`config.mk`:
```
export PLATFORM = sky130hd
export DESIGN_NAME = voice_activity_detect
export DESIGN_NICKNAME = d
export VERILOG_FILES = /design/src/rtl/vad_pkg.sv /design/src/rtl/vad_mulaw_mag.sv /design/src/rtl/vad_energy.sv /design/src/rtl/vad_hold_fsm.sv /design/src/rtl/voice_activity_detect.sv
export SDC_FILE = /design/constraint.sdc
export NUM_CORES = 1
export LEC_CHECK = 0
export ABC_CLOCK_PERIOD_IN_PS = 8900
export BUFFER_PORTS_ARGS = -buffer_cell sky130_fd_sc_hd__buf_2
export CORE_MARGIN = 2
export CORE_UTILIZATION = 55
export CTS_BUF_LIST = sky130_fd_sc_hd__clkbuf_4 sky130_fd_sc_hd__clkbuf_8 sky130_fd_sc_hd__clkbuf_16
export DETAILED_ROUTE_END_ITERATION = 7
export GPL_ROUTABILITY_DRIVEN = 0
export PLACE_DENSITY = 0.72
export SYNTH_ARGS = -nofsm -noshare
export SYNTH_HDL_FRONTEND = slang
export SYNTH_SLANG_ARGS = --single-unit
```
`constraint.sdc`:
```
create_clock -name clk -period 8.9 [get_ports clk]
set_input_delay 0 -clock clk [delete_from_list [all_inputs] [get_ports clk]]
set_output_delay 0 -clock clk [all_outputs]
set_load 0.01 [all_outputs]
```
`src/rtl/vad_pkg.sv`:
```
// Shared constants for the voice activity detector.
// Assumes 8-bit mu-law input and a 13-bit maximum magnitude stored in MAG_W bits.
package vad_pkg;
    localparam int MAG_W      = 14;           // linear magnitude width
    localparam int AVG_SHIFT  = 5;            // leak coefficient 1/32
    localparam int ACC_W      = MAG_W + AVG_SHIFT;
    localparam int MAG_MAX    = 8031;         // largest expanded magnitude
    localparam int THR_BASE   = 64;           // lowest threshold, doubled per step
    localparam int FRAME_LEN  = 64;           // samples per frame
    localparam int ONSET_FRM  = 2;            // frames above threshold to declare speech
    localparam int HANG_LEN   = 1600;         // quiet samples to declare silence
endpackage

```
`src/rtl/vad_mulaw_mag.sv`:
```
// Expands a mu-law byte to its linear magnitude, dropping the sign, and
// registers it with a valid flag. Assumes at most one strobe per cycle.
module vad_mulaw_mag
    import vad_pkg::*;
(
    input  logic             clk,
    input  logic             rst_n,
    input  logic             en,
    input  logic             in_valid,
    input  logic [7:0]       in_code,
    output logic             mag_valid,
    output logic [MAG_W-1:0] mag
);
    logic [7:0]       inv;
    logic [2:0]       expo;
    logic [3:0]       mant;
    logic [MAG_W-1:0] base;
    logic [MAG_W-1:0] mag_c;

    // Decode exponent and mantissa and form the biased magnitude.
    always_comb begin
        inv   = ~in_code;
        expo  = inv[6:4];
        mant  = inv[3:0];
        base  = MAG_W'({mant, 1'b0}) + MAG_W'(33);
        mag_c = (base << expo) - MAG_W'(33);
    end

    // Register the magnitude; disable drops samples.
    always_ff @(posedge clk) begin
        if (!rst_n || !en) begin
            mag_valid <= 1'b0;
            mag       <= '0;
        end else begin
            mag_valid <= in_valid;
            if (in_valid) mag <= mag_c;
        end
    end

    AST_MAG_RANGE: assert property (@(posedge clk) disable iff (!rst_n)
        mag_valid |-> (mag <= MAG_W'(MAG_MAX)));
endmodule

```
`src/rtl/vad_energy.sv`:
```
// Leaky average of magnitude (coefficient 1/32) and threshold compare.
// Assumes thr_sel is stable around the sample being compared.
module vad_energy
    import vad_pkg::*;
(
    input  logic             clk,
    input  logic             rst_n,
    input  logic             en,
    input  logic             mag_valid,
    input  logic [MAG_W-1:0] mag,
    input  logic [1:0]       thr_sel,
    output logic             cmp_valid,
    output logic             above
);
    localparam logic [ACC_W-1:0] ACC_MAX =
        ACC_W'((MAG_MAX << AVG_SHIFT) + (1 << AVG_SHIFT) - 1);

    logic [ACC_W-1:0] acc_q;
    logic [ACC_W-1:0] acc_nx;
    logic [ACC_W-1:0] thr;

    // Next accumulator value and the selected threshold.
    always_comb begin
        acc_nx = acc_q - (acc_q >> AVG_SHIFT) + ACC_W'(mag);
        thr    = ACC_W'(THR_BASE) << thr_sel;
    end

    // Update the average and register the compare result per sample.
    always_ff @(posedge clk) begin
        if (!rst_n || !en) begin
            acc_q     <= '0;
            cmp_valid <= 1'b0;
            above     <= 1'b0;
        end else begin
            cmp_valid <= mag_valid;
            if (mag_valid) begin
                acc_q <= acc_nx;
                above <= (acc_nx >> AVG_SHIFT) > thr;
            end
        end
    end

    AST_ACC_BOUND: assert property (@(posedge clk) disable iff (!rst_n)
        acc_q <= ACC_MAX);
    AST_AVG_HOLDS: assert property (@(posedge clk) disable iff (!rst_n)
        (en && $past(en) && !$past(mag_valid)) |-> $stable(acc_q));
endmodule

```
`src/rtl/vad_hold_fsm.sv`:
```
// Onset and hangover timing. Speech is declared after ONSET_FRM whole frames
// of consecutive above samples; silence after HANG_LEN consecutive quiet ones.
module vad_hold_fsm
    import vad_pkg::*;
(
    input  logic clk,
    input  logic rst_n,
    input  logic en,
    input  logic cmp_valid,
    input  logic above,
    output logic voice
);
    localparam int FRM_W  = $clog2(FRAME_LEN);
    localparam int NFRM_W = $clog2(ONSET_FRM + 1);
    localparam int HANG_W = $clog2(HANG_LEN + 1);

    logic              voice_q;
    logic [FRM_W-1:0]  smp_ctr;
    logic [NFRM_W-1:0] frm_ctr;
    logic [HANG_W-1:0] hang_ctr;

    // Count above runs while silent and quiet runs while speaking.
    always_ff @(posedge clk) begin
        if (!rst_n || !en) begin
            voice_q  <= 1'b0;
            smp_ctr  <= '0;
            frm_ctr  <= '0;
            hang_ctr <= '0;
        end else if (cmp_valid) begin
            if (!voice_q) begin
                hang_ctr <= '0;
                if (!above) begin
                    smp_ctr <= '0;
                    frm_ctr <= '0;
                end else if (smp_ctr == FRM_W'(FRAME_LEN - 1)) begin
                    smp_ctr <= '0;
                    if (frm_ctr == NFRM_W'(ONSET_FRM - 1)) begin
                        frm_ctr <= '0;
                        voice_q <= 1'b1;
                    end else begin
                        frm_ctr <= frm_ctr + 1'b1;
                    end
                end else begin
                    smp_ctr <= smp_ctr + 1'b1;
                end
            end else begin
                smp_ctr <= '0;
                frm_ctr <= '0;
                if (above) begin
                    hang_ctr <= '0;
                end else if (hang_ctr == HANG_W'(HANG_LEN - 1)) begin
                    hang_ctr <= '0;
                    voice_q  <= 1'b0;
                end else begin
                    hang_ctr <= hang_ctr + 1'b1;
                end
            end
        end
    end

    assign voice = voice_q;

    AST_ONSET_ABOVE: assert property (@(posedge clk) disable iff (!rst_n)
        $rose(voice_q) |-> $past(cmp_valid && above));
    AST_RELEASE_QUIET: assert property (@(posedge clk) disable iff (!rst_n)
        ($fell(voice_q) && $past(en)) |-> $past(cmp_valid && !above));
    AST_OFF_WHEN_DISABLED: assert property (@(posedge clk) disable iff (!rst_n)
        !en |=> !voice_q);
    AST_HANG_IDLE_SILENT: assert property (@(posedge clk) disable iff (!rst_n)
        !voice_q |-> (hang_ctr == '0));
endmodule

```
`src/rtl/voice_activity_detect.sv`:
```
// Top of the transmit voice activity detector: expansion, averaging and
// hold timing in a three-stage pipeline. Assumes samples at least 3 cycles apart.
module voice_activity_detect
    import vad_pkg::*;
(
    input  logic       clk,
    input  logic       rst_n,
    input  logic       enable,
    input  logic       sample_valid,
    input  logic [7:0] sample_in,
    input  logic [1:0] thr_sel,
    output logic       voice_out,
    output logic       voice_status
);
    logic             mag_valid;
    logic [MAG_W-1:0] mag;
    logic             cmp_valid;
    logic             above;
    logic             voice;

    vad_mulaw_mag u_mag (
        .clk       (clk),
        .rst_n     (rst_n),
        .en        (enable),
        .in_valid  (sample_valid),
        .in_code   (sample_in),
        .mag_valid (mag_valid),
        .mag       (mag)
    );

    vad_energy u_energy (
        .clk       (clk),
        .rst_n     (rst_n),
        .en        (enable),
        .mag_valid (mag_valid),
        .mag       (mag),
        .thr_sel   (thr_sel),
        .cmp_valid (cmp_valid),
        .above     (above)
    );

    vad_hold_fsm u_hold (
        .clk       (clk),
        .rst_n     (rst_n),
        .en        (enable),
        .cmp_valid (cmp_valid),
        .above     (above),
        .voice     (voice)
    );

    assign voice_out    = voice;
    assign voice_status = voice;

    AST_NO_SPONTANEOUS_RISE: assert property (@(posedge clk) disable iff (!rst_n)
        $rose(voice_out) |-> $past(sample_valid, 3));
endmodule

```
* Yosys cells after proc, flatten, opt, wreduce, memory -nomap -nowiden
Index checks and enable logic that the tools add are counted.
** Word-level totals
- Logic and storage cells :: 44
- Input port bits :: 14
- Output and inout bits :: 2
- Flip-flop bits (word level) :: 56
** Cells by class
- Magnitude comparators :: 1
- Add/sub/neg operators :: 7
- Reductions and logical operators :: 4
- Shift-type cells :: 2
- Mux-type cells :: 16
- Bitwise gates (word level) :: 1
- Equal/unequal tests :: 4
** Operators with widths (number)
- $mux 11 :: 3
- $add 19x14->19 :: 1
- $gt 14x19->1 :: 1
- $shl 7x2->19 const A :: 1
- $sub 19x14->19 :: 1
- $mux 6 :: 3
- $shl 14x3->14 :: 1
- $sub 14x6->14 const B :: 1
- $add 11x1->11 const B :: 1
- $eq 11x11->1 const B :: 1
- $mux 2 :: 4
- $add 5x6->7 const B :: 1
- $not 7->7 :: 1
- $add 6x1->6 const B :: 1
- $eq 6x6->1 const B :: 1
- $mux 1 :: 6
- $ne 3x1->1 const B :: 1
- $add 2x1->2 const B :: 1
- $eq 2x1->1 const B :: 1
- $logic_not 1->1 :: 2
- $reduce_and 2->1 :: 1
- $logic_or 1x1->1 :: 1

* Longest topological paths before layout
- Depth in word-level cells :: 5
- Depth in mapped cells :: 17
- Mapped depth without buffers :: 17

* Hierarchy
From an unflattened synthesis, not the netlist that was laid out.
** Unflattened totals
- Cells, all modules :: 504
- Area, all modules :: 4234.1 µm²
** By module, submodules not included
- vad_energy :: cells an instance 269, times used 1, area each 2183.3 µm², sequential area each 420.4 µm²
- vad_hold_fsm :: cells an instance 115, times used 1, area each 1068.5 µm², sequential area each 400.4 µm²
- vad_mulaw_mag :: cells an instance 119, times used 1, area each 974.7 µm², sequential area each 300.3 µm²
- voice_activity_detect :: cells an instance 1, times used 1, area each 7.5 µm², sequential area each 0.0 µm²

* Worst setup path before layout
No wires, ideal clock.
- Kind :: reg-to-reg
- Start point :: reg u_mag.mag[4]
- End point :: reg u_energy.above
- Period minus slack after synthesis :: 3.926 ns
- Data required time :: 8.775 ns
- Arrival time :: 3.801 ns
- Buffers on the path :: 0
- Path slack :: 4.974 ns
- Library setup time :: 0.125 ns
- Cell stages (with the launch flop) :: 17
- Cells stage by stage :: dfxtp_1 inv_1 fa_1 inv_1 ha_1 and3_1 a221o_1 or4_4 a31oi_1 o21bai_1 xor2_1 ha_1 nand3_1 nor4_1 nand4b_1 a2111oi_4 a21oi_1
** Between the ends
- Word-level cells in the longest chain between the ends :: 2
** RTL lines
- from (decl) :: RTL line vad_mulaw_mag.sv:12 : output logic [MAG_W-1:0] mag
- from (signal assigned) :: RTL line vad_mulaw_mag.sv:36 : if (in_valid) mag <= mag_c;
- $add 19x14->19 :: RTL line vad_energy.sv:24 : acc_nx = acc_q - (acc_q >> AVG_SHIFT) + ACC_W'(mag);
- named net u_energy.acc_nx[13] :: RTL line vad_energy.sv:19 : logic [ACC_W-1:0] acc_nx;
- $gt 14x19->1 :: RTL line vad_energy.sv:38 : above <= (acc_nx >> AVG_SHIFT) > thr;
- to (signal assigned) :: RTL line vad_energy.sv:38
- to (decl) :: RTL line vad_energy.sv:13 : output logic above
The timed path passes the listed nets, and every way through them passes these cells.
A chain may end at the register's enable or synchronous reset.

* Worst setup path in the final report
Same ends and word-level chain as after synthesis.

==> summary.txt <==
Final layout
  – Commonest non-fill, non-tap cells in the layout: nor2_1, inv_1, dfxtp_1, nand2_1, ha_1
  – Commonest non-fill, non-tap cell in the layout: nor2_1
  – Area Overhead vs Synth: 6.15%
  – N_diodes: 0
  – Nets@finish: 567
  – Share of layout cells above drive strength 1: 7.59%

Job
  – Maxcap violations: 0

STA
  – Pins Over Slew Limit: 0
  – Final setup viols: 0
  – Slew HR: 62.1%
  – Achievable frequency: 228 MHz
  – Fin Clk Skew: 9.13 ps
  – Final Hold Violating Endpoints: 0
  – RSZ-0062 raised after global routing: false
  – Final min period: 4390 ps
  – Hold slack: 133 ps
  – Period utilisation layout: 49.3%
  – Final setup TNS: 0 ps
  – Worst Tran Pin Value: 568 ps

Global route
  – Congestion Overflow GR: 0
  – Total track usage: 21.2%
  – First-pass GRT wire length: 14.4 mm
  – Largest net degree at the start of global routing: 37
  – Initial antenna violation count: 0
  – Vias in the first global route: 3216

Clock network
  – Setup bufs post-CTS: 0
  – Num CTS Buffers: 5
  – Cts hold-fix bufs: 2
  – Clock buffer depth: 2
  – TritonCTS clock tree: yes
  – Root Buffer: clkbuf_8
  – H-tree levels: 2
  – # resized after CTS: 0
  – Clk sinks: 56
  – Latest clock arrival within the worst-skew pair: 330 ps
  – Clock-pin slew on the worst setup and hold paths: 110 ps

Routing
  – TritonRoute pass-1 iters: 4
  – Vias/cell: 5.35
  – Initial DRC count: 127
  – Post-route ant nets: 0
  – Remaining DRCs: 0
  – Vias: 3282
  – Drt wl/cell: 13.5 um
  – Final WL: 8.29 mm

Worst setup path
  – R2r setup slk: 4510 ps
  – CP arrival: 4610 ps
  – Max FO, Critical Path: 6
  – R2r worst-path depth: 16
  – R2r startpoint: u_mag.mag[4]
  – CP endpoint kind: flop
  – WP data required: 9120 ps
  – R2r endpoint: u_energy.above
  – WS Path Type: flop to flop
  – Setup crit start kind: flop

Placement
  – Detail Placement HPWL: 6.31 mm
  – Port buffer count: 14

Floorplanning
  – Starting Density: 56.4%
  – Core area: 0.00718 sq mm
  – IO Pins: 16
  – Die ar.: 0.00806 sq mm
  – Die W: 89.8 um
  – Site Rows: 31
  – Die height: 89.8 um

Synth
  – Synthesis Warnings: 0
  – Register area share after synthesis: 27.7%
  – Post-synth top area cell: dfxtp_1
  – FFs w/ async S/R, synth: 0%
  – Post-Syn Instances: 507
  – Avg Inst Size Synth: 7.98 sq um
  – Top area cells in the synthesized netlist: dfxtp_1, ha_1, nor2_1
  – Seq cells post-synth: 56
  – Count of cell types in the netlist: 57
  – Post-Syn Nets: 561
  – Cell area after synthesis: 0.00405 sq mm
  – Yosys top cell area share: 27.7%
  – Most used DFF post-synth: dfxtp_1
  – Post-synth EDFFs: 0

Worst hold path
  – Worst Hold Path EP: u_mag.mag[3]
  – Hold wc startpoint: sample_valid
  – HP Class: input port to flop
  – Hold path depth: 2

Pwr
  – Pwr/cell area: 158 mW/mm^2
  – Peak VDD IR: 0.0920 mV
  – Leakage: 0.00174 uW

Status
  – Run status: finished clean
==> report_power, final <==
part,switching [uW],internal (uW),total [uW]
Clock,93.9,57.5,151
Combinational,154,111,265
Sequential,4.73,256,261
Total,253,425,678
==> per-layer routing <==
metal / track usage (%) / routed length, um / vias up
met2: 40.4 / 4220 / 38
met1: 25.4 / 3770 / 1533
li1: - / - / 1703
met5: 0 / 0 / -
met4: 4.49 / 82 / 0
met3: 3.02 / 215 / 8
==> sequential cells by signal (all words and copies together) (netlist names) <==
register and flops:
u_energy.cmp_valid 1, u_hold.frm_ctr 2, u_hold.smp_ctr 6, u_energy.above 1
u_hold.hang_ctr 11, u_mag.mag 14, u_energy.acc_q 19, u_mag.mag_valid 1
u_hold.voice 1
==> cell families after synthesis <==
group / count (synthesis) / synth area share [%]
flops: 56 / 27.7
simple gates: 174 / 20.4
fa+ha+maj: 40 / 15.0
buf+inv: 88 / 8.26
mux: 27 / 6.80
compound gates: 88 / 14.3
xor+xnor: 34 / 7.54
==> worst max path at each step <==
stage	from	endpoint	slack [ps]	cells after the start
6_report	u_mag.mag[4]	u_energy.above	4510	16
5_1_grt	u_mag.mag[4]	u_energy.above	4270	16
4_1_cts	u_mag.mag[4]	u_energy.above	4530	16
3_5_place_dp	u_mag.mag[4]	u_energy.above	4560	16
3_3_place_gp	u_mag.mag[4]	u_energy.above	4640	16
2_1_floorplan	u_mag.mag[4]	u_energy.above	4970	16
==> critical path, cell delays in order (launching register included) <==
cell and delay, ps:
dfxtp_1 340, inv_1 70, fa_1 530, inv_1 40, ha_1 360, and3_1 210
a221o_1 370, or4_4 530, a31oi_1 190, o21bai_1 90, xor2_1 160, ha_1 310
nand3_1 130, nor4_1 220, nand4b_1 230, a2111oi_4 390, a21oi_1 100
==> final cells by class <==
class | instances | area [sq um]
clock buffers | 5 | 68.8
clock inverters | 3 | 26.3
fillers | 643 | 2880
inverters | 69 | 259
multi-input cells | 363 | 2590
flip-flops and latches | 56 | 1120
well taps | 99 | 124
repair buffers | 18 | 105
==> metrics by stage <==
stage	instances	setup slack [ps]	util, %	power, uW	instance area, sq um
floorplan	507	4970	-	476	4050
global placement	603	4640	58.3	519	4180
detailed placement	603	4560	58.3	528	4180
CTS	613	4530	59.9	681	4300
global route	613	4270	59.9	726	4300
finish	613	4510	59.9	678	4300
==> cells in the mapped netlist, drive strengths merged (6+ instances only) <==
cell type	n
a211oi	6
a21o	6
a21oi	25
a31oi	10
and3	6
clkbuf	14
dfxtp	56
fa	14
ha	26
inv	69
mux2i	23
nand2	31
nand3	11
nand4	6
nor2	77
nor2b	6
nor3	10
o21ai	22
xnor2	16
xor2	18
Power figures use the tool's default switching activity.
